[config.mk]
export PLATFORM = sky130hd
export DESIGN_NAME = pt_walker
export DESIGN_NICKNAME = d
export VERILOG_FILES = /design/src/rtl/ptw_pkg.sv /design/src/rtl/ptw_addr_gen.sv /design/src/rtl/ptw_pte_decode.sv /design/src/rtl/pt_walker.sv
export SDC_FILE = /design/constraint.sdc
export NUM_CORES = 1
export LEC_CHECK = 0
export BUFFER_PORTS_ARGS = -buffer_cell sky130_fd_sc_hd__buf_2
export CAP_MARGIN = 10
export CORE_ASPECT_RATIO = 0.8
export CORE_MARGIN = 2
export CORE_UTILIZATION = 30
export CTS_CLUSTER_DIAMETER = 200
export CTS_CLUSTER_SIZE = 12
export DETAILED_ROUTE_END_ITERATION = 7
export MAX_ROUTING_LAYER = met4
export SLEW_MARGIN = 30
export SYNTH_ARGS = -nofsm -noshare
export SYNTH_HDL_FRONTEND = slang
export SYNTH_SLANG_ARGS = --single-unit
[constraint.sdc]
create_clock -name clk -period 2.4 [get_ports clk]
set_input_delay 0.12 -clock clk [delete_from_list [all_inputs] [get_ports clk]]
set_output_delay 0.12 -clock clk [all_outputs]
set_load 0.02 [all_outputs]
[src/rtl/ptw_pkg.sv]
package ptw_pkg;

  typedef enum logic [1:0] {
    PTW_XLATE   = 2'd0,
    PTW_FAULT   = 2'd1,
    PTW_ILLEGAL = 2'd2
  } ptw_res_e;

  typedef enum logic [2:0] {
    ST_IDLE,
    ST_DIR_REQ,
    ST_DIR_WAIT,
    ST_PTE_REQ,
    ST_PTE_WAIT
  } ptw_state_e;

  // status bit offsets above the PPN field
  localparam int FLG_REF   = 0;
  localparam int FLG_DIRTY = 1;
  localparam int FLG_VALID = 2;
  localparam int FLG_ALLOC = 3;
  localparam int FLG_W     = 4;

endpackage

[src/rtl/ptw_addr_gen.sv]
module ptw_addr_gen #(
  parameter int ADDR_W = 32,
  parameter int IDX_W  = 10
) (
  input  logic [ADDR_W-1:0] base,
  input  logic [IDX_W-1:0]  idx,
  output logic [ADDR_W-1:0] addr
);
  localparam int PAD_W = ADDR_W - IDX_W - 2;

  // word index scaled to a byte offset
  assign addr = base + {{PAD_W{1'b0}}, idx, 2'b00};
endmodule

[src/rtl/ptw_pte_decode.sv]
module ptw_pte_decode
  import ptw_pkg::*;
#(
  parameter int DATA_W = 32,
  parameter int PPN_W  = 20
) (
  input  logic [DATA_W-1:0] pte,
  output ptw_res_e          res,
  output logic [PPN_W-1:0]  ppn,
  output logic [FLG_W-1:0]  flags
);
  localparam int FLG_LO = PPN_W;
  localparam int FLG_HI = PPN_W + FLG_W - 1;

  logic [FLG_W-1:0] raw_flags;
  logic             unused_hi;

  assign raw_flags = pte[FLG_HI:FLG_LO];
  assign unused_hi = ^pte[DATA_W-1:FLG_HI+1];

  always_comb begin
    res   = PTW_ILLEGAL;
    ppn   = '0;
    flags = '0;
    if (raw_flags[FLG_ALLOC]) begin
      if (raw_flags[FLG_VALID]) begin
        res   = PTW_XLATE;
        ppn   = pte[PPN_W-1:0];
        flags = raw_flags;
      end else begin
        res = PTW_FAULT;
      end
    end
  end
endmodule

[src/rtl/pt_walker.sv]
module pt_walker
  import ptw_pkg::*;
#(
  parameter int VPN_W     = 20,
  parameter int ADDR_W    = 32,
  parameter int DATA_W    = 32,
  parameter int DIR_IDX_W = 10,
  parameter logic [VPN_W-1:0] VPN_LIMIT = 20'hBFFFF
) (
  input  logic              clk,
  input  logic              rst,
  input  logic              req_valid,
  output logic              req_ready,
  input  logic [VPN_W-1:0]  req_vpn,
  input  logic [ADDR_W-1:0] dir_base,
  output logic              mem_req_valid,
  input  logic              mem_req_ready,
  output logic [ADDR_W-1:0] mem_req_addr,
  input  logic              mem_rsp_valid,
  input  logic [DATA_W-1:0] mem_rsp_data,
  output logic              done,
  output logic [1:0]        result,
  output logic [VPN_W-1:0]  ppn,
  output logic [3:0]        flags
);
  localparam int TBL_IDX_W = VPN_W - DIR_IDX_W;
  localparam int PPN_W     = VPN_W;

  ptw_state_e        state_q;
  logic [VPN_W-1:0]  vpn_q;
  logic [ADDR_W-1:0] addr_q;
  logic              mreq_q;
  logic              done_q;
  ptw_res_e          res_q;
  logic [PPN_W-1:0]  ppn_q;
  logic [FLG_W-1:0]  flags_q;

  logic [ADDR_W-1:0] dir_addr;
  logic [ADDR_W-1:0] tbl_addr;
  ptw_res_e          dec_res;
  logic [PPN_W-1:0]  dec_ppn;
  logic [FLG_W-1:0]  dec_flags;
  logic              accept;
  logic              ptr_null;

  // directory word address from the live request
  ptw_addr_gen #(.ADDR_W(ADDR_W), .IDX_W(DIR_IDX_W)) u_dir_addr (
    .base (dir_base),
    .idx  (req_vpn[VPN_W-1:TBL_IDX_W]),
    .addr (dir_addr)
  );

  // entry address from the pointer as it returns
  ptw_addr_gen #(.ADDR_W(ADDR_W), .IDX_W(TBL_IDX_W)) u_tbl_addr (
    .base (mem_rsp_data[ADDR_W-1:0]),
    .idx  (vpn_q[TBL_IDX_W-1:0]),
    .addr (tbl_addr)
  );

  ptw_pte_decode #(.DATA_W(DATA_W), .PPN_W(PPN_W)) u_decode (
    .pte   (mem_rsp_data),
    .res   (dec_res),
    .ppn   (dec_ppn),
    .flags (dec_flags)
  );

  assign req_ready = (state_q == ST_IDLE) && !done_q;
  assign accept    = req_valid && req_ready;
  assign ptr_null  = (mem_rsp_data == '0);

  always_ff @(posedge clk) begin
    if (rst) begin
      state_q <= ST_IDLE;
      vpn_q   <= '0;
      addr_q  <= '0;
      mreq_q  <= 1'b0;
      done_q  <= 1'b0;
      res_q   <= PTW_XLATE;
      ppn_q   <= '0;
      flags_q <= '0;
    end else begin
      done_q <= 1'b0;
      unique case (state_q)
        ST_IDLE: begin
          if (accept) begin
            vpn_q <= req_vpn;
            if (req_vpn > VPN_LIMIT) begin
              done_q  <= 1'b1;
              res_q   <= PTW_ILLEGAL;
              ppn_q   <= '0;
              flags_q <= '0;
            end else begin
              addr_q  <= dir_addr;
              mreq_q  <= 1'b1;
              state_q <= ST_DIR_REQ;
            end
          end
        end
        ST_DIR_REQ: begin
          if (mem_req_ready) begin
            mreq_q  <= 1'b0;
            state_q <= ST_DIR_WAIT;
          end
        end
        ST_DIR_WAIT: begin
          if (mem_rsp_valid) begin
            if (ptr_null) begin
              done_q  <= 1'b1;
              res_q   <= PTW_ILLEGAL;
              ppn_q   <= '0;
              flags_q <= '0;
              state_q <= ST_IDLE;
            end else begin
              addr_q  <= tbl_addr;
              mreq_q  <= 1'b1;
              state_q <= ST_PTE_REQ;
            end
          end
        end
        ST_PTE_REQ: begin
          if (mem_req_ready) begin
            mreq_q  <= 1'b0;
            state_q <= ST_PTE_WAIT;
          end
        end
        ST_PTE_WAIT: begin
          if (mem_rsp_valid) begin
            done_q  <= 1'b1;
            res_q   <= dec_res;
            ppn_q   <= dec_ppn;
            flags_q <= dec_flags;
            state_q <= ST_IDLE;
          end
        end
        default: state_q <= ST_IDLE;
      endcase
    end
  end

  assign mem_req_valid = mreq_q;
  assign mem_req_addr  = addr_q;
  assign done          = done_q;
  assign result        = res_q;
  assign ppn           = ppn_q;
  assign flags         = flags_q;

endmodule

==> results.sh <==
export IMPL_status="completed"
export IMPL_vias=4863
export IMPL_cts_tree="yes"
export IMPL_dpl_cell_count=932
export IMPL_netlist_cell_type_count=60
export IMPL_register_area_sq_mm=0.001441
export IMPL_swShare=0.3296
export IMPL_startpoint_type="flop"
export IMPL_finalClockSkew_ns=0.006424
export IMPL_fp_row_count=40
export IMPL_cts_max_level=3
export IMPL_hold_depth=3
export IMPL_syn_area_per_cell_sq_um=7.694
export IMPL_period_minus_slack_ns=2.360
export IMPL_drtIter0Drc=394
export IMPL_wl_microns=15880
export IMPL_ys_warn_count=0
export IMPL_routedWlPerCell_microns=16.71
export IMPL_grt_start_max_net_pins=38
export IMPL_synthFlopType="dfxtp_1"
export IMPL_synth_area_leader_cell="dfxtp_1"
export IMPL_min_path_type="input pin to flop"
export IMPL_seqPwrFrac=0.351
export IMPL_reg2reg_depth=9
export IMPL_ant_nets=0
export IMPL_initial_core_util=0.3064
export IMPL_p_comb_frac=0.286
export IMPL_synth_edf_count=0
export IMPL_fmax_ghz=0.4237
export IMPL_antenna_found_initial=0
export IMPL_track_usage=0.1981
export IMPL_vias_per_cell=5.119
export IMPL_switchingPower_w=0.001271
export IMPL_critPathKind="flop to flop"
export IMPL_fin_crit_sh=0.9833
export IMPL_post_synth_top_count_cell="nor2_1"
export IMPL_cts_path_max_buffers=2
export IMPL_drtPass1Iterations=5
export IMPL_die_area_sq_mm=0.01630
export IMPL_grt_pass1_vias=4441
export IMPL_design_area_sq_mm=0.006102
export IMPL_synth_cells=596
export IMPL_yosysTopAreaCellShare=0.3143
export IMPL_setup_ws_ns=0.04009
export IMPL_port_buffers=149
export IMPL_maxCapViolCount=0
export IMPL_overflow=0
export IMPL_peakVddDrop_mv=0.3886
export IMPL_final_hold_violation_count=0
export IMPL_drive_gt1_frac=0.2904
export IMPL_place_gp_congestion=0.9089
export IMPL_synthTopCellsByCount="nor2_1 (83), nand2_1 (75), dfxtp_1 (72)"
export IMPL_final_util=0.4078
export IMPL_dp_hpwl_microns=12400
export IMPL_power_leakage_nw=2.642
export IMPL_fillerInstances=1579
export IMPL_synth_seq_cells=72
export IMPL_grt_pass1_wl_microns=24170
export IMPL_clk_latency_ns=0.34
export IMPL_async_flop_share=0
export IMPL_final_cells=950
export IMPL_core_area_sq_mm=0.01496
export IMPL_cts_root_buf="clkbuf_16"
export IMPL_cp_max_fo=6
export IMPL_syn_nets=707
export IMPL_holdWs_ns=0.03006
export IMPL_pre_cts_slack_ns=-0.02185
export IMPL_worstMarginPinSlew_ns=0.6280
export IMPL_p_int_w=0.002585
export IMPL_drc=0
export IMPL_multi_input_area_sq_mm=0.003058
export IMPL_synth_area_sq_mm=0.004586
export IMPL_synthTopCellsByArea="dfxtp_1 (31%), nor2_1 (6.8%), a21oi_1 (6.5%), xor2_1 (6.5%), nand2_1 (6.1%)"
export IMPL_ys_seq_area_frac=0.3143
export IMPL_worst_ep_arrival_time_ns=2.61
export IMPL_ctsHoldBuffers=0
export IMPL_maxSlewViolCount=0
export IMPL_nets=867
export IMPL_end_kind="flop"
export IMPL_placed_area_sq_mm=0.005685
export IMPL_clkPwrFrac=0.363
export IMPL_required_ns=2.65
export IMPL_die_y_microns=114.6
export IMPL_slew_headroom=0.5813
export IMPL_cts_made_buffers=9
export IMPL_die_w_microns=142.2
export IMPL_setup_violations=0
export IMPL_power_density_mw_per_mm2=631.8
export IMPL_clock_sinks=72
export IMPL_syn_to_final_growth_pct=33.07
export IMPL_io_pin_count=150
export IMPL_clkSlewWorstSetupHoldPaths_ns=0.06
export IMPL_n_antenna_cell=0
==> state kept, by name, summed over array words and instances (netlist names) <==
name / flops
vpn_q: 10
done: 1
result: 2
state_q: 3
mem_req_addr: 32
ppn: 20
mem_req_valid: 1
flags: 3
==> routing by layer <==
layer	up-vias	track usage	part of all wire	wire length, microns
met3	12	0.04224	0.082	1299
met5	-	-	0	0
met1	2196	0.2962	0.52	8244
met4	0	0.05400	0.011	180
li1	2457	-	-	-
met2	198	0.2644	0.39	6154
==> cell usage in the layout (no fill, tap or decap), types with 6 or more instances in the layout <==
cell | synthesis | layout
ha_1 | 20 | 16
a21o_1 | 10 | 10
and4_1 | 7 | 6
nor2_1 | 83 | 83
and3_1 | 6 | 6
nor3_1 | 21 | 21
o21ai_0 | 9 | 8
a21oi_1 | 60 | 58
a311oi_1 | 6 | 6
nand4_1 | 12 | 12
xnor2_1 | 20 | 19
dfxtp_1 | 72 | 72
nor4_1 | 12 | 12
xor2_1 | 34 | 34
buf_4 | 3 | 34
nand2_1 | 75 | 75
buf_2 | 6 | 149
a211oi_1 | 7 | 7
o211ai_1 | 6 | 6
nand3_1 | 27 | 27
clkbuf_16 | 0 | 9
o221ai_1 | 8 | 8
inv_1 | 10 | 10
==> cell type report <==
cell class	count	share of cell area
flip-flops and latches	72	0.2362
multi-input cells	479	0.5011
well taps	189	0.03875
clock buffers	11	0.04142
repair buffers	184	0.1673
clock inverters	5	0.009022
inverters	10	0.006151
==> cells by family (layout without fill, tap and decap cells) <==
kind of cell | count (synthesis) | count (layout) | synth area share
XOR/XNOR | 54 | 54 | 0.1031
AO/OA/AOI/OAI | 134 | 134 | 0.1945
flip-flops | 72 | 72 | 0.3143
adder cells (fa/ha/maj) | 22 | 22 | 0.06330
AND/OR/NAND/NOR | 265 | 265 | 0.2734
buffers and inverters | 45 | 210 | 0.04257
multiplexers | 4 | 4 | 0.008732
==> power groups by stage <==
stage,Sequential (W),Combinational [W],Clock (W)
after CTS,0.00135,0.00107,0.00142
final,0.00135,0.00110,0.00140
after floorplan,0.00146,0.000551,0
after global placement,0.00138,0.00106,0
after detailed placement,0.00138,0.00106,0
after global routing,0.00136,0.00121,0.00147
==> what timing repair did <==
item / 4_1_cts / 5_1_grt
pin swaps: 0 / 4
resized for setup: 1 / 13
endpoints found under the setup margin: 1 / 12
buffers inserted: 0 / 2
==> stage by stage <==
step / TNS (ns) / total power, W
after floorplan: 0 / 0.002012
after global placement: 0 / 0.002439
after detailed placement: -0.02960 / 0.002439
after CTS: -0.0004790 / 0.003843
after global routing: -0.01630 / 0.004040
final: 0 / 0.003855
==> path summary, 6_finish.rpt <==
kind / startpoint / to / slack (ns)
worst max-delay path: vpn_q[7] / mem_req_addr[27] / 0.04
worst max register to register: vpn_q[7] / mem_req_addr[27] / 0.04
worst min-delay path: req_vpn[2] / vpn_q[2] / 0.03
worst min register to register: mem_req_addr[13] / mem_req_addr[13] / 0.45
==> critical path, stage by stage (launching register included) <==
cell and delay [ns]:
dfxtp_1 0.32, ha_1 0.32, and4_4 0.23, nand2_1 0.11
o21bai_2 0.23, buf_4 0.17, a2111oi_4 0.35, xor2_1 0.21
nor3_1 0.07, nor4_1 0.25
No activity file was read; power rests on OpenSTA's default activity.
